==> src/rtl/sb_pkg.sv <==
package sb_pkg;

  localparam int unsigned SB_VEC_MAX = 32;

  typedef logic [SB_VEC_MAX-1:0] sb_vec_t;

  // One-hot select wire for a unit or register index.
  function automatic sb_vec_t sb_decode(input int unsigned idx);
    sb_vec_t v;
    v = '0;
    v[idx] = 1'b1;
    return v;
  endfunction

  // Next state of the shadow rows: a live row ends on any resolution,
  // an idle row opens on an arm.
  function automatic sb_vec_t sb_next_live(input sb_vec_t live, input sb_vec_t arm,
                                           input sb_vec_t ends);
    return (live & ~ends) | (~live & arm);
  endfunction

endpackage

==> src/rtl/sb_reg_track.sv <==
module sb_reg_track
  import sb_pkg::*;
#(
  parameter int unsigned NUM_FU  = 4,
  parameter int unsigned NUM_REG = 8,
  localparam int unsigned REG_W  = (NUM_REG > 1) ? $clog2(NUM_REG) : 1
)(
  input  logic              clk,
  input  logic              rst_n,
  input  logic [NUM_FU-1:0] iss_row,
  input  logic [REG_W-1:0]  dst,
  input  logic [REG_W-1:0]  src_a,
  input  logic [REG_W-1:0]  src_b,
  input  logic [NUM_FU-1:0] wr_clr,
  input  logic [NUM_FU-1:0] rd_clr,
  output logic [NUM_FU-1:0] pend_a,
  output logic [NUM_FU-1:0] pend_b,
  output logic [NUM_FU-1:0] pend_rd_dst,
  output logic              dst_taken
);

  // Per register: which units will write it, which units still must read it.
  logic [NUM_FU-1:0] writer_q [NUM_REG];
  logic [NUM_FU-1:0] reader_q [NUM_REG];

  for (genvar r = 0; r < NUM_REG; r++) begin : g_reg
    logic hit_dst, hit_src;
    assign hit_dst = (dst == REG_W'(r));
    assign hit_src = (src_a == REG_W'(r)) || (src_b == REG_W'(r));

    always_ff @(posedge clk) begin
      if (!rst_n) begin
        writer_q[r] <= '0;
        reader_q[r] <= '0;
      end else begin
        writer_q[r] <= (writer_q[r] & ~wr_clr) | (hit_dst ? iss_row : '0);
        reader_q[r] <= (reader_q[r] & ~rd_clr) | (hit_src ? iss_row : '0);
      end
    end

    // destination stall keeps a single pending writer per register
    p_one_writer_r5: assert property (@(posedge clk) disable iff (!rst_n)
      $onehot0(writer_q[r]));
  end

  // Cells about to be cleared this cycle must not be copied into a new row.
  assign pend_a      = writer_q[src_a] & ~wr_clr;
  assign pend_b      = writer_q[src_b] & ~wr_clr;
  assign pend_rd_dst = reader_q[dst] & ~rd_clr;
  assign dst_taken   = |writer_q[dst];

endmodule

==> src/rtl/sb_dep_matrix.sv <==
module sb_dep_matrix #(
  parameter int unsigned NUM_FU = 4
)(
  input  logic              clk,
  input  logic              rst_n,
  input  logic [NUM_FU-1:0] iss_row,
  input  logic [NUM_FU-1:0] new_a,
  input  logic [NUM_FU-1:0] new_b,
  input  logic [NUM_FU-1:0] new_war,
  input  logic [NUM_FU-1:0] raw_col_clr,
  input  logic [NUM_FU-1:0] war_col_clr,
  input  logic [NUM_FU-1:0] row_clr,
  output logic [NUM_FU-1:0] raw_blk,
  output logic [NUM_FU-1:0] war_blk
);

  for (genvar f = 0; f < NUM_FU; f++) begin : g_row
    logic [NUM_FU-1:0] a_q, b_q, w_q;

    always_ff @(posedge clk) begin
      if (!rst_n) begin
        a_q <= '0;
        b_q <= '0;
        w_q <= '0;
      end else if (iss_row[f]) begin
        a_q <= new_a;
        b_q <= new_b;
        w_q <= new_war;
      end else if (row_clr[f]) begin
        a_q <= '0;
        b_q <= '0;
        w_q <= '0;
      end else begin
        a_q <= a_q & ~raw_col_clr;
        b_q <= b_q & ~raw_col_clr;
        w_q <= w_q & ~war_col_clr;
      end
    end

    assign raw_blk[f] = (|a_q) | (|b_q);
    assign war_blk[f] = |w_q;

    // a unit never waits on itself
    p_no_self_dep_r2: assert property (@(posedge clk) disable iff (!rst_n)
      !(a_q[f] || b_q[f] || w_q[f]));
  end

endmodule

==> src/rtl/sb_shadow_rows.sv <==
module sb_shadow_rows
  import sb_pkg::*;
#(
  parameter int unsigned NUM_FU = 4,
  parameter int unsigned NUM_SH = 2
)(
  input  logic              clk,
  input  logic              rst_n,
  input  logic [NUM_SH-1:0] arm,
  input  logic [NUM_SH-1:0] good,
  input  logic [NUM_SH-1:0] bad,
  input  logic [NUM_FU-1:0] iss_row,
  input  logic [NUM_FU-1:0] row_clr,
  output logic [NUM_SH-1:0] live,
  output logic [NUM_FU-1:0] hold_any,
  output logic [NUM_FU-1:0] cancel,
  output logic              any_bad
);

  logic [NUM_SH-1:0] live_q, good_eff, bad_eff, end_eff, new_hold;
  sb_vec_t           live_nx;

  assign good_eff = good & live_q;
  assign bad_eff  = bad & live_q;
  assign end_eff  = good_eff | bad_eff;
  assign new_hold = (live_q & ~good_eff) | (~live_q & arm);
  assign any_bad  = |bad_eff;
  assign live_nx  = sb_next_live(sb_vec_t'(live_q), sb_vec_t'(arm), sb_vec_t'(end_eff));
  assign live     = live_q;

  always_ff @(posedge clk) begin
    if (!rst_n) live_q <= '0;
    else        live_q <= live_nx[NUM_SH-1:0];
  end

  for (genvar f = 0; f < NUM_FU; f++) begin : g_fu
    logic [NUM_SH-1:0] hold_q;

    always_ff @(posedge clk) begin
      if (!rst_n)           hold_q <= '0;
      else if (iss_row[f])  hold_q <= new_hold;
      else if (row_clr[f])  hold_q <= '0;
      else                  hold_q <= hold_q & ~end_eff;
    end

    assign hold_any[f] = |hold_q;
    assign cancel[f]   = |(hold_q & bad_eff);

    // a unit only ever holds rows that are live
    p_hold_live_r6: assert property (@(posedge clk) disable iff (!rst_n)
      (hold_q & ~live_q) == '0);
  end

  for (genvar s = 0; s < NUM_SH; s++) begin : g_sh
    // a good resolution frees its row on the next cycle
    p_good_release_r7: assert property (@(posedge clk) disable iff (!rst_n)
      good_eff[s] |=> !live_q[s]);
  end

endmodule

==> src/rtl/sb_dep_scoreboard.sv <==
module sb_dep_scoreboard
  import sb_pkg::*;
#(
  parameter int unsigned NUM_FU  = 4,
  parameter int unsigned NUM_SH  = 2,
  parameter int unsigned NUM_REG = 8,
  localparam int unsigned FU_W   = (NUM_FU > 1) ? $clog2(NUM_FU) : 1,
  localparam int unsigned REG_W  = (NUM_REG > 1) ? $clog2(NUM_REG) : 1
)(
  input  logic              clk,
  input  logic              rst_n,
  input  logic              iss_valid,
  input  logic [FU_W-1:0]   iss_fu,
  input  logic [REG_W-1:0]  iss_dst,
  input  logic [REG_W-1:0]  iss_src_a,
  input  logic [REG_W-1:0]  iss_src_b,
  output logic              iss_ready,
  input  logic [NUM_FU-1:0] rd_done,
  input  logic [NUM_FU-1:0] wr_done,
  output logic [NUM_FU-1:0] go_rd,
  output logic [NUM_FU-1:0] go_wr,
  output logic [NUM_FU-1:0] fu_busy,
  input  logic [NUM_SH-1:0] sh_arm,
  input  logic [NUM_SH-1:0] sh_good,
  input  logic [NUM_SH-1:0] sh_bad,
  output logic [NUM_SH-1:0] sh_live
);

  logic [NUM_FU-1:0] busy_q, rdone_q;
  logic [NUM_FU-1:0] wr_fire, rd_fire, cancel, free_fu, rd_clr;
  logic [NUM_FU-1:0] iss_row, pend_a, pend_b, pend_war;
  logic [NUM_FU-1:0] raw_blk, war_blk, hold_any;
  logic              dst_taken, any_bad, iss_fire;
  sb_vec_t           fu_sel;

  // Named internal events
  assign wr_fire  = wr_done & busy_q;
  assign rd_fire  = rd_done & busy_q & ~rdone_q;
  assign free_fu  = wr_fire | cancel;
  assign rd_clr   = rd_fire | free_fu;
  assign fu_sel   = sb_decode(32'(iss_fu));
  assign iss_ready = !busy_q[iss_fu] && !dst_taken && !any_bad;
  assign iss_fire = iss_valid && iss_ready;
  assign iss_row  = iss_fire ? fu_sel[NUM_FU-1:0] : '0;

  sb_reg_track #(.NUM_FU(NUM_FU), .NUM_REG(NUM_REG)) u_regs (
    .clk(clk), .rst_n(rst_n), .iss_row(iss_row),
    .dst(iss_dst), .src_a(iss_src_a), .src_b(iss_src_b),
    .wr_clr(free_fu), .rd_clr(rd_clr),
    .pend_a(pend_a), .pend_b(pend_b), .pend_rd_dst(pend_war),
    .dst_taken(dst_taken)
  );

  sb_dep_matrix #(.NUM_FU(NUM_FU)) u_matrix (
    .clk(clk), .rst_n(rst_n), .iss_row(iss_row),
    .new_a(pend_a), .new_b(pend_b), .new_war(pend_war),
    .raw_col_clr(free_fu), .war_col_clr(rd_clr), .row_clr(free_fu),
    .raw_blk(raw_blk), .war_blk(war_blk)
  );

  sb_shadow_rows #(.NUM_FU(NUM_FU), .NUM_SH(NUM_SH)) u_shadow (
    .clk(clk), .rst_n(rst_n), .arm(sh_arm), .good(sh_good), .bad(sh_bad),
    .iss_row(iss_row), .row_clr(free_fu), .live(sh_live),
    .hold_any(hold_any), .cancel(cancel), .any_bad(any_bad)
  );

  always_ff @(posedge clk) begin
    if (!rst_n) begin
      busy_q  <= '0;
      rdone_q <= '0;
    end else begin
      busy_q  <= (busy_q & ~free_fu) | iss_row;
      rdone_q <= (rdone_q | rd_fire) & ~free_fu & ~iss_row;
    end
  end

  assign go_rd   = busy_q & ~rdone_q & ~raw_blk;
  assign go_wr   = busy_q & rdone_q & ~war_blk & ~hold_any;
  assign fu_busy = busy_q;

  // read and write permissions are never granted together
  p_rd_wr_excl_r4: assert property (@(posedge clk) disable iff (!rst_n)
    (go_rd & go_wr) == '0);

  // an accepted issue occupies the named unit
  p_issue_busy_r5: assert property (@(posedge clk) disable iff (!rst_n)
    iss_fire |=> busy_q[$past(iss_fu)]);

  for (genvar f = 0; f < NUM_FU; f++) begin : g_chk
    // a held unit is never allowed to write
    p_hold_no_wr_r6: assert property (@(posedge clk) disable iff (!rst_n)
      hold_any[f] |-> !go_wr[f]);
    // a cancelled unit is idle on the next cycle
    p_cancel_idle_r8: assert property (@(posedge clk) disable iff (!rst_n)
      cancel[f] |=> !busy_q[f]);
    // a written result frees the unit on the next cycle
    p_wr_release_r9: assert property (@(posedge clk) disable iff (!rst_n)
      (wr_fire[f] && !iss_row[f]) |=> !busy_q[f]);
  end

endmodule

==> config.mk <==
export PLATFORM = sky130hd
export DESIGN_NAME = sb_dep_scoreboard
export DESIGN_NICKNAME = d
export VERILOG_FILES = /design/src/rtl/sb_pkg.sv /design/src/rtl/sb_reg_track.sv /design/src/rtl/sb_dep_matrix.sv /design/src/rtl/sb_shadow_rows.sv /design/src/rtl/sb_dep_scoreboard.sv
export SDC_FILE = /design/constraint.sdc
export NUM_CORES = 1
export LEC_CHECK = 0
export BUFFER_PORTS_ARGS = -buffer_cell sky130_fd_sc_hd__buf_2
export CORE_ASPECT_RATIO = 1.5
export CORE_MARGIN = 3
export CORE_UTILIZATION = 60
export CTS_CLUSTER_DIAMETER = 150
export CTS_CLUSTER_SIZE = 20
export DETAILED_ROUTE_END_ITERATION = 7
export GPL_TIMING_DRIVEN = 1
export HOLD_SLACK_MARGIN = 0.03
export PLACE_DENSITY = 0.79
export SLEW_MARGIN = 20
export SYNTH_ARGS = -nofsm -noshare
export SYNTH_HDL_FRONTEND = slang
export SYNTH_SLANG_ARGS = --single-unit
==> constraint.sdc <==
create_clock -name clk -period 2.6 [get_ports clk]
set_clock_uncertainty 0.2 [all_clocks]
set_input_delay 0.13 -clock clk [delete_from_list [all_inputs] [get_ports clk]]
set_output_delay 0.13 -clock clk [all_outputs]
set_load 0.01 [all_outputs]
==> Word level (Yosys, flattened, before mapping) <==
Memories as Yosys holds them, arrays and structs flattened.
Index checks and enable logic that the tools add are counted.
{ "word_totals": {"reg_bits": 66, "mem_bits_rw": 64, "input_bits": 28, "wordCells": 267, "memories": 2} }
{ "memory_table": {"columns": ["memory", "words", "word_bits", "read_ports", "rd_ports_with_merged_regs", "write_ports", "line", "source"], "rows": [
  ["u_regs.reader_q", 8, 4, 9, 0, 8, "sb_reg_track.sv:24", "logic [NUM_FU-1:0] reader_q [NUM_REG];"],
  ["u_regs.writer_q", 8, 4, 11, 0, 8, "sb_reg_track.sv:23", "logic [NUM_FU-1:0] writer_q [NUM_REG];"]
]} }
{ "classes": {"order_cmp": 3, "n_eq_ne": 21, "muxes": 71, "bitwise": 111, "n_reduce_logical": 40} }
{ "ops": {"columns": ["op", "count"], "rows": [
  ["4-bit 2-to-1 mux", 57],
  ["4-bit AND", 42],
  ["4-bit OR", 20],
  ["4-bit OR reduction", 13],
  ["3-bit == test (second input constant)", 12],
  ["2-bit AND", 14],
  ["4-bit NOT", 7],
  ["1-bit OR", 20],
  ["3-bit by 2-bit == test with 1-bit output (second input constant)", 6],
  ["2-bit OR reduction", 9],
  ["2-bit 2-to-1 mux", 8],
  ["2-bit NOT", 5],
  ["3-bit by 1-bit == test with 1-bit output (second input constant)", 3],
  ["3-bit logical NOT", 3],
  ["1-bit logical OR", 8],
  ["2-bit by 6-bit < comparator with 1-bit output (second input constant)", 1],
  ["2-bit OR", 3],
  ["1-bit logical AND", 4],
  ["1-bit 2-to-1 mux", 4],
  ["1-bit logical NOT", 3],
  ["2-bit by 3-bit < comparator with 1-bit output (second input constant)", 1],
  ["1-bit binary-select mux with 2-bit select", 1],
  ["1-bit demux with 2-bit select", 1],
  ["2-bit by 1-bit >= comparator with 1-bit output (second input constant)", 1]
]} }

==> Logic depth before layout (Yosys ltp) <==
Gate-level depths: netlist of run 1.
{ "logic_depth": {"word_depth": 10, "depth_mapped": 8, "depth_no_buf": 5} }

==> By module <==
A second synthesis of run 1 with hierarchy kept.
{ "unflattened": {"cells_unflattened": 725, "area_unflattened_um2": 6695.2} }
{ "modules_own_cells": {"columns": ["mod", "n_inst", "cells_per_inst", "area_per_inst_um2", "seq_area_each_um2"], "rows": [
  ["sb_reg_track", 1, 387, 3499.6, 1281.2],
  ["sb_dep_matrix", 1, 225, 2162.1, 960.9],
  ["sb_shadow_rows", 1, 53, 530.5, 200.2],
  ["sb_dep_scoreboard", 1, 60, 503.0, 160.2]
]} }

==> Least setup slack after synthesis of run 1 <==
OpenSTA, ideal clock, no wires.
{ "synth_path": {"path_kind": "flip-flop to flip-flop", "from": "register busy_q[3] (netlist: fu_busy[3])", "to": "register u_matrix.g_row[3].a_q[1]", "setup_time_ps": 126, "arrival_time_ps": 1920, "required_time_ps": 2274, "slack_ps": 354, "path_stages_with_launch": 7, "path_buffers": 1, "period_less_slack_ps": 2246, "path_cell_list": "dfxtp_1 mux4_2 a221oi_2 and4_1 o21ai_1 buf_2 mux2i_1"} }
{ "synth_via": {"elab_chain_len": 8} }
{ "synth_rtl": {"columns": ["item", "line", "source"], "rows": [
  ["from (decl)", "sb_dep_scoreboard.sv:29", "logic [NUM_FU-1:0] busy_q, rdone_q;"],
  ["from (signal assigned)", "sb_dep_scoreboard.sv:72", "busy_q <= (busy_q & ~free_fu) | iss_row;"],
  ["1-bit binary-select mux with 2-bit select", "sb_dep_scoreboard.sv:42", "assign iss_ready = !busy_q[iss_fu] && !dst_taken && !any_bad;"],
  ["1-bit 2-to-1 mux (implied by the code)", "sb_dep_scoreboard.sv:42", null],
  ["1-bit logical NOT", "sb_dep_scoreboard.sv:42", null],
  ["1-bit logical AND (2 in a row)", "sb_dep_scoreboard.sv:42", null],
  ["1-bit logical AND", "sb_dep_scoreboard.sv:43", "assign iss_fire = iss_valid && iss_ready;"],
  ["4-bit 2-to-1 mux", "sb_dep_scoreboard.sv:44", "assign iss_row = iss_fire ? fu_sel[NUM_FU-1:0] : '0;"],
  ["4-bit 2-to-1 mux (*)", "sb_dep_matrix.sv:25", "end else if (iss_row[f]) begin"],
  ["to (signal assigned)", "sb_dep_matrix.sv:26", "a_q <= new_a;"],
  ["to (signal assigned)", "sb_dep_matrix.sv:34", "a_q <= a_q & ~raw_col_clr;"],
  ["to (decl)", "sb_dep_matrix.sv:18", "logic [NUM_FU-1:0] a_q, b_q, w_q;"]
]} }
Mark *: on every way between the ends. The rest lies on a longest branch, timed or not. The select of a mux whose other input is x is not followed.
A chain may end at the register's enable or synchronous reset.

==> Worst setup path in the final report of run 1 <==
{ "layout_path": {"from": "register busy_q[1] (netlist: fu_busy[1])", "to": "register u_shadow.g_fu[1].hold_q[1]"} }
{ "layout_via": {"elab_chain_len": 8} }
{ "layout_rtl": {"columns": ["item", "line", "source"], "rows": [
  ["1-bit binary-select mux with 2-bit select", "sb_dep_scoreboard.sv:42", null],
  ["1-bit 2-to-1 mux (implied by the code)", "sb_dep_scoreboard.sv:42", null],
  ["1-bit logical NOT", "sb_dep_scoreboard.sv:42", null],
  ["1-bit logical AND (2 in a row)", "sb_dep_scoreboard.sv:42", null],
  ["1-bit logical AND", "sb_dep_scoreboard.sv:43", null],
  ["4-bit 2-to-1 mux", "sb_dep_scoreboard.sv:44", null],
  ["2-bit 2-to-1 mux (*)", "sb_shadow_rows.sv:41", "else if (iss_row[f]) hold_q <= new_hold;"],
  ["to (signal assigned)", "sb_shadow_rows.sv:41", null],
  ["to (signal assigned)", "sb_shadow_rows.sv:43", "else hold_q <= hold_q & ~end_eff;"],
  ["to (decl)", "sb_shadow_rows.sv:37", "logic [NUM_SH-1:0] hold_q;"]
]} }
Marked as above.

==> results.cfg, run 1 <==
[floorplanning]
dieWidth_um = 86.88
io_pins = 43
die_h_um = 127.3
core_area_mm2 = 0.009415
start_util_pct = 62.52
rows = 43
dieArea_mm2 = 0.01106

[synth]
synth_enable_flop_cells = 0
synth-seq-cells = 130
yosysTopAreaCell = dfxtp_1
synth.cell_area_mm2 = 0.005887
syn-num-nets = 647
async_flop_share_pct = 0
synth_area_leaders = dfxtp_1, mux2i_1, mux4_2
yosysWarnings = 0
yosysTopAreaCellShare_pct = 44.21
syn_inst = 619
yosysMostFrequentCell = nand2_1
yosysUniqueCellTypes = 45
seq_area_frac_synth_pct = 44.21
synth_common_cells = nand2_1, dfxtp_1, o21ai_1
synth_area_per_cell_um2 = 9.510
synth_flop_cell = dfxtp_1

[timing]
period_minus_slack_ns = 2.658
finalSetupViolations = 1
min_period_over_period_pct = 102.2
fmax_mhz = 376.2
fin_setup_tns_ns = -0.05795
hold_viol_final = 0
holdWs_ns = 0.04057
setup_ws_ns = -0.05795
slew_headroom_pct = 47.92
worst_pin_slew_ns = 0.7811
maxSlewViolCount = 0

[pwr]
power.density_mw_per_mm2 = 704.7
p_leak_nw = 3.029
vdd_ir_drop_max_uv = 566.1

[global_route]
grt_max_degree = 23
grt_usage_pct = 35.20
grt_pass1_wl_um = 29400
grt_overflow = 0
grt_pass1_vias = 5608
antenna_found_initial = 0

[run_status]
violations = negative setup slack
status = finished with violations

[setup_path]
crit_path_start = fu_busy[1]
crit_chain = buf_4, a32oi_2, dlygate4sd3_1, nand4_1, dlygate4sd3_1, mux2i_1
cp_slowest_cell = dlygate4sd3_1
r2r_slack_ns = -0.06
endpoint_kind = flip-flop
worst-path-buf-inv = 3
crit_family = buffers and inverters
critPathMaxStageDelay_ns = 0.61
worst-setup-path-type = flip-flop to flip-flop
cp.arrival_ns = 2.81
worstRegToRegCells = 6
crit_path_frequent_cell = dlygate4sd3_1
r2r-end = u_shadow.g_fu[1].hold_q[1]
rr_startpoint = fu_busy[1]
cp_max_fo = 7
required_ns = 2.75
crit_cells = 6
crit_path_end = u_shadow.g_fu[1].hold_q[1]
start_kind = flip-flop

[cts]
clk_latency_ns = 0.42
cts-root-buf = clkbuf_16
h-tree-depth = 4
clock_path_buffers = 2
cts_tree = done
cts_made_buffers = 17
cts_sinks = 130
path_clk_slew_ns = 0.06

[run]
cap_viol_max_count = 0

[min_path]
hold_path_startpoint = iss_dst[1]
hold_path_class = input pin to flip-flop

[place]
post-place-ws_ns = 0.2232
port_buffers = 42
gp_congestion = 0.8682
place_area_mm2 = 0.006347
hpwlAfterDp_um = 11490

[route]
dr.pass1.iters = 8
wl_per_cell_um = 23.46
vias = 5500
viasPerCell = 6.773
antenna_left = 0
drc = 0
drt_wl_total_um = 19050
drt_iter0_drc = 539

[cells_and_area]
drive_above_1_share_pct = 21.71
final_nets = 716
final_cell_area_mm2 = 0.007223
n_antenna_cell = 0
area_growth_syn_to_layout_pct = 22.70
[power breakdown]
part | total (mW) | switching, mW | internal [mW]
registers | 2.04 | 0.0258 | 2.02
logic | 0.439 | 0.268 | 0.171
clock network | 2.61 | 0.868 | 1.74
total | 5.09 | 1.16 | 3.93
[tightest hold or removal path: stages]
cell and delay, ns:
buf_2 0.18, nand4_1 0.23, o21ai_1 0.07
[through the flow]
| step | std cells | power (mW) | util (%) |
|---|---|---|---|
| 4_1_cts | 812 | 5.062 | 76.57 |
| 6_report | 812 | 5.090 | 76.72 |
| 5_1_grt | 812 | 5.196 | 76.72 |
| 3_5_place_dp | 759 | 2.467 | 67.42 |
| 3_3_place_gp | 759 | 2.459 | 67.42 |
| 2_1_floorplan | 619 | 2.312 | - |
[state kept, by name, indices dropped and copies added, names as in the netlist, 4 cells and up]
register	flops
u_regs.reader_q	32
u_shadow.g_fu.hold_q	8
fu_busy	4
u_matrix.g_row.w_q	16
u_matrix.g_row.b_q	16
u_matrix.g_row.a_q	16
u_regs.writer_q	32
rdone_q	4
[repair_timing]
action                                  4_1_cts  5_1_grt
hold endpoints to repair                     31        0
setup buffers                                 0        0
gates resized for setup                       0        2
hold buffers                                 22        0
endpoints found under the setup margin        0        2
[how the worst min path moves through the flow]
| stage | to | slack [ns] | cells past startpoint |
|---|---|---|---|
| floorplan | u_shadow.live[0] | 0.07 | 1 |
| global placement | u_shadow.live[0] | 0.17 | 2 |
| detailed placement | u_shadow.live[0] | 0.18 | 2 |
| CTS | u_regs.writer_q[7][1] | 0.04 | 3 |
| global route | u_regs.writer_q[7][1] | 0.07 | 3 |
| finish | u_regs.writer_q[7][1] | 0.04 | 3 |
[kinds of logic (layout without fill, tap and decap cells)]
family,after synthesis,in the layout,synth area share [%]
flip-flops,130,130,44.21
AND/OR/NAND/NOR,245,245,19.96
multiplexers,96,96,21.89
buffers and inverters,45,126,3.252
AO/OA/AOI/OAI,103,103,10.69
[metal layers]
metal / vias to the layer above / track usage [%] / part of all wire [%]
met5: - / 0 / 0
met4: 0 / 22.29 / 6.3
met3: 119 / 8.839 / 9.4
met2: 387 / 60.49 / 51
met1: 2623 / 37.62 / 33
li1: 2371 / - / -
[cell type report]
cell class                 instances  area (µm²)
clock inverter                    10       181.4
multi-input combinational        444        3149
clock buffer                      21       460.4
sequential                       130        2603
inverter                           3       11.26
fill                             568        2192
timing repair buffer              92       678.2
tap                              112       140.1
[cells in the final DEF (no fill, tap or decap), types with 3 or more instances in the layout]
cell and count:
clkbuf_16 17, or4b_2 3, clkinv_2 3, o21ai_0 4, nor3b_1 3, nor4b_1 3, dfxtp_1 130, nor2b_1 11
mux2_2 12, o21a_1 3, o21ai_1 66, nand2_1 133, a22o_1 3, bufinv_16 5, buf_4 25, mux4_2 25
nor4_1 8, buf_2 42, nand4_1 3, or2_2 4, nor2_1 13, and2_1 6, o2111ai_4 3, a21oi_1 9
nand2b_1 4, or4_1 9, nand3_1 25, inv_1 3, dlygate4sd3_1 22, and3_1 5, mux2i_1 59, nor3_1 6
buf_12 3
Note: power is estimated with default switching activity, not from simulation.
==> run 2: changes to the inputs <==
- BUFFER_PORTS_ARGS: -buffer_cell sky130_fd_sc_hd__buf_2 -> default
- CORE_UTILIZATION: 60 -> 63
- DONT_BUFFER_PORTS: default -> 1
==> run 2 against run 1 <==
The flow now finishes without violations. Critical path depth unchanged. Worst setup slack better by 0.15 ns. Sequential power barely moved. Die area is 4.5% lower. Critical path type unchanged. Total power fell by 0.56%. First-iteration DRC count fell by 12%. Clock power is essentially flat. Routed wire length down 2.0%. Combinational power down 9.8%. Sequential cell count stayed put.
==> results.cfg, run 2 (synthesis gave the netlist of run 1 again) <==
[setup_path]
required_ns = 2.75
cp_max_fo = 7
cp.arrival_ns = 2.66
worst-setup-path-type = flip-flop to flip-flop
rr_startpoint = fu_busy[1]
start_kind = flip-flop
endpoint_kind = flip-flop
crit_path_start = fu_busy[1]

[place]
post-place-ws_ns = 0.1925
gp_congestion = 0.9143
port_buffers = 0
hpwlAfterDp_um = 11190

[global_route]
grt_pass1_wl_um = 29790
grt_usage_pct = 36.31
grt_max_degree = 33
grt_pass1_vias = 5766
grt_overflow = 0
antenna_found_initial = 0

[pwr]
p_leak_nw = 2.927
power.density_mw_per_mm2 = 703.8
p_seq_share_pct = 40.3
p_sw_mw = 1.148
clkPwrFrac_pct = 51.8
pwr-share-comb_pct = 7.8
vdd_ir_drop_max_uv = 489.0
swShare_pct = 22.69
intPower_mw = 3.913

[timing]
min_period_over_period_pct = 96.43
fmax_mhz = 398.8
worst_pin_slew_ns = 0.8593
finalSetupViolations = 0
rsz0062_at_grt = no
period_minus_slack_ns = 2.507
fin_setup_tns_ns = 0
slew_headroom_pct = 42.71
hold_viol_final = 0
setup_ws_ns = 0.09278
maxSlewViolCount = 0

[cells_and_area]
largestRegisters = u_regs.reader_q (32), u_regs.writer_q (32)
area_growth_syn_to_layout_pct = 22.17
final_nets = 688
final_common_cell = nand2_1
layout_common_cells = nand2_1, dfxtp_1, o21ai_1, mux2i_1, dlygate4sd3_1
drive_above_1_share_pct = 16.34
n_antenna_cell = 0

[route]
drt_wl_total_um = 18670
drc = 0
antenna_left = 0
drt_iter0_drc = 472
wl_per_cell_um = 23.85
viasPerCell = 6.898
dr.pass1.iters = 6
vias = 5401

[floorplanning]
rows = 42
start_util_pct = 65.51
core_area_mm2 = 0.008986
die_h_um = 124.4
dieArea_mm2 = 0.01056
dieWidth_um = 84.93
io_pins = 43

[cts]
clk_latency_ns = 0.42
h-tree-depth = 4
clock_path_buffers = 2
cts_made_buffers = 17
cts_tree = done
cts-root-buf = clkbuf_16
cts_sinks = 130
path_clk_slew_ns = 0.06

[run]
cap_viol_max_count = 0

[min_path]
hold_path_startpoint = iss_fu[1]
hold_path_class = input pin to flip-flop

[run_status]
status = finished clean
## run 2: path summary, 6_finish.rpt
| check | end | cells past startpoint | slack [ns] |
|---|---|---|---|
| max | u_shadow.g_fu[1].hold_q[1] | 6 | 0.09 |
| min | fu_busy[1] | 4 | 0.04 |
| max reg2reg | u_shadow.g_fu[1].hold_q[1] | 6 | 0.09 |
| min reg2reg | u_regs.reader_q[1][2] | 2 | 0.25 |
## run 2: layer usage
metal | track usage [%] | vias to the layer above | wire, µm
met3 | 9.662 | 108 | 1543
met4 | 21.44 | 0 | 1050
met2 | 62.34 | 386 | 9523
met5 | 0 | - | 0
met1 | 39.31 | 2590 | 6555
li1 | - | 2317 | -
## run 2: power groups by stage
stage | clock [mW] | combinational (mW) | sequential, mW
2_1_floorplan | 0 | 0.238 | 2.07
3_3_place_gp | 0 | 0.299 | 2.08
3_5_place_dp | 0 | 0.304 | 2.08
4_1_cts | 2.62 | 0.376 | 2.04
5_1_grt | 2.72 | 0.417 | 2.04
6_report | 2.62 | 0.396 | 2.04
## run 2: cell type report
| class | instances | area (µm²) |
|---|---|---|
| Inverter | 3 | 11.26 |
| Sequential cell | 130 | 2604 |
| Clock inverter | 13 | 207.7 |
| Timing Repair Buffer | 64 | 643.1 |
| Tap cell | 110 | 137.6 |
| Multi-Input combinational cell | 444 | 3146 |
| Clock buffer | 19 | 442.9 |
| Fill cell | 496 | 1794 |
## run 2: critical path, stage by stage (launching register included)
cell and delay, ns:
dfxtp_1 0.31, buf_4 0.17, a32oi_2 0.23, dlygate4sd3_1 0.64, nand4_1 0.13, dlygate4sd3_1 0.64
mux2i_1 0.12
## run 2: timing repair
item,in CTS,in global routing
gates resized for setup,0,4
setup endpoints to repair,0,15
hold buffers,39,0
hold endpoints to repair,130,0
buffers inserted,0,1
## run 2: metrics by stage
| stage | instances | hold WS, ns | util [%] | area, µm² | power, mW |
|---|---|---|---|---|---|
| after floorplan | 619 | 0.06785 | - | 5887 | 2.312 |
| after global placement | 711 | 0.06847 | 68.21 | 6130 | 2.379 |
| after detailed placement | 711 | 0.07261 | 68.21 | 6130 | 2.385 |
| after CTS | 782 | 0.03484 | 79.80 | 7171 | 5.032 |
| after global routing | 783 | 0.05388 | 80.03 | 7192 | 5.178 |
| final | 783 | 0.03713 | 80.03 | 7192 | 5.062 |
==> run 3: changes to the inputs <==
- CORE_UTILIZATION: 63 -> 57
- PLACE_DENSITY: 0.79 -> 0.75
- clock period: 2.6 -> 2.2 ns (I/O delays scaled with it)
==> run 3 against run 2 <==
The run now ends with negative hold slack, negative setup slack left. Die area up 9.9%. Worst hold slack got worse by 0.27 ns. Clock power grew 7%. Count of clock-buffer cells in the layout grew 1. Total power is 14% higher. Worst setup slack lost 0.23 ns. Sequential cell count stayed put. Non-clock buffer count is 15 higher. Fmax is 7.3% higher. Critical endpoint is now u_shadow.g_fu[0].hold_q[1]. Largest cell class unchanged.
==> results.cfg, run 3 (synthesis gave the netlist of run 1 again) <==
[run_status]
status = finished with violations
violations = negative hold slack, negative setup slack

[cells_and_area]
largestRegisters = u_regs.reader_q (32), u_regs.writer_q (32)
nFillCells = 605
regArea_mm2 = 0.002608
final_common_cell = nand2_1
layout_common_cells = nand2_1, dfxtp_1, o21ai_1, mux2i_1, dlygate4sd3_1
area_growth_syn_to_layout_pct = 26.23
multiInputGateArea_mm2 = 0.003259
finalNonFillerCells = 804
drive_above_1_share_pct = 21.37
final_nets = 703

[global_route]
grt.met1_usage_pct = 31.46
use_met3_pct = 9.598
grt_pass1_wl_um = 26980
antenna_found_initial = 1
grt_overflow = 0
grt.busiest_layer = met2
grt_usage_pct = 31.40
grt_max_degree = 32
grt_use_met2_pct = 56.04
grt_pass1_vias = 5283

[place]
dp.cells = 727
hpwlAfterDp_um = 11480
port_buffers = 0
gp_congestion = 0.9057
post-place-ws_ns = -0.08222

[pwr]
power.density_mw_per_mm2 = 773.5
vdd_ir_drop_max_uv = 606.4
p_leak_nw = 3.039

[timing]
rsz0062_at_grt = yes
holdWs_ns = -0.2302
fin_setup_tns_ns = -6.564
slew_headroom_pct = 45.38
finalSetupViolations = 88
hold_viol_final = 64
maxSlewViolCount = 0
period_minus_slack_ns = 2.337
min_period_over_period_pct = 106.2
setup_ws_ns = -0.1375
fmax_mhz = 427.8
worst_pin_slew_ns = 0.8108

[setup_path]
cp.arrival_ns = 2.47
start_kind = flip-flop
worst-setup-path-type = flip-flop to flip-flop
r2r_slack_ns = -0.14
cp_max_fo = 16
worst-path-buf-inv = 3
required_ns = 2.34
endpoint_kind = flip-flop
crit_family = compound AO/OA/AOI/OAI gates
crit_chain = or4_1, o21ai_1, o2111a_1, buf_6, buf_4, o2111ai_4, buf_12, mux2i_1
critPathMaxStageDelay_ns = 0.52
cp_slowest_cell = or4_1

[floorplanning]
dieArea_mm2 = 0.01161
start_util_pct = 59.74
die_h_um = 130.5
core_area_mm2 = 0.009854
rows = 44
dieWidth_um = 88.98
io_pins = 43

[run]
cap_viol_max_count = 0

[cts]
path_clk_slew_ns = 0.06
clock_path_buffers = 2
cts_made_buffers = 17
clk_latency_ns = 0.42
h-tree-depth = 4
cts_tree = done
cts_sinks = 130
ctsHoldBuffers = 36
cts-root-buf = clkbuf_16

[route]
antenna_left = 0
dr.pass1.iters = 5
drt_iter0_drc = 378
vias = 5324
wl_per_cell_um = 23.40
drc = 0
viasPerCell = 6.622
drt_wl_total_um = 18810

[min_path]
hold_path_class = input pin to flip-flop
[run 3: area by class of cell]
| cell class | count | area share [%] |
|---|---|---|
| clock buffer | 20 | 6.281 |
| antenna | 1 | 0.03368 |
| multi-input combinational | 444 | 43.86 |
| inverter | 3 | 0.1515 |
| tap | 115 | 1.936 |
| sequential | 130 | 35.09 |
| timing repair buffer | 79 | 10.88 |
| clock inverter | 12 | 1.768 |
[run 3: final timing paths]
| path | from | endpoint | cells after the start |
|---|---|---|---|
| hold reg to reg | u_regs.reader_q[2][2] | u_regs.reader_q[2][2] | 2 |
| hold / removal | iss_valid | fu_busy[1] | 2 |
| setup reg to reg | u_regs.writer_q[5][0] | u_shadow.g_fu[0].hold_q[1] | 8 |
| setup / recovery | u_regs.writer_q[5][0] | u_shadow.g_fu[0].hold_q[1] | 8 |
[run 3: power by group]
group / internal, mW / leakage (nW) / switching [mW]
logic: 0.230 / 1.70 / 0.290
clock network: 1.75 / 0.284 / 1.06
registers: 2.38 / 1.05 / 0.0321
total: 4.37 / 3.04 / 1.38
[run 3: what timing repair did]
| item | 4_1_cts | 5_1_grt |
|---|---|---|
| setup buffers | 4 | 1 |
| hold endpoints to repair | 130 | 65 |
| resized for setup | 15 | 23 |
| setup endpoints to repair | 34 | 116 |
| pin swaps | 7 | 5 |
| gates cloned | 0 | 3 |
[run 3: metrics by stage]
step / power, mW / area (µm²) / utilization, %
5_1_grt: 5.891 / 7431 / 75.41
2_1_floorplan: 2.736 / 5898 / -
3_5_place_dp: 2.833 / 6217 / 63.09
4_1_cts: 5.694 / 7269 / 73.77
3_3_place_gp: 2.825 / 6217 / 63.09
6_report: 5.748 / 7431 / 75.41
[run 3: routing by layer]
layer / part of all wire (%) / up-vias
met4: 6.0 / 0
li1: - / 2360
met5: 0 / -
met1: 35 / 2555
met2: 51 / 313
met3: 7.8 / 96
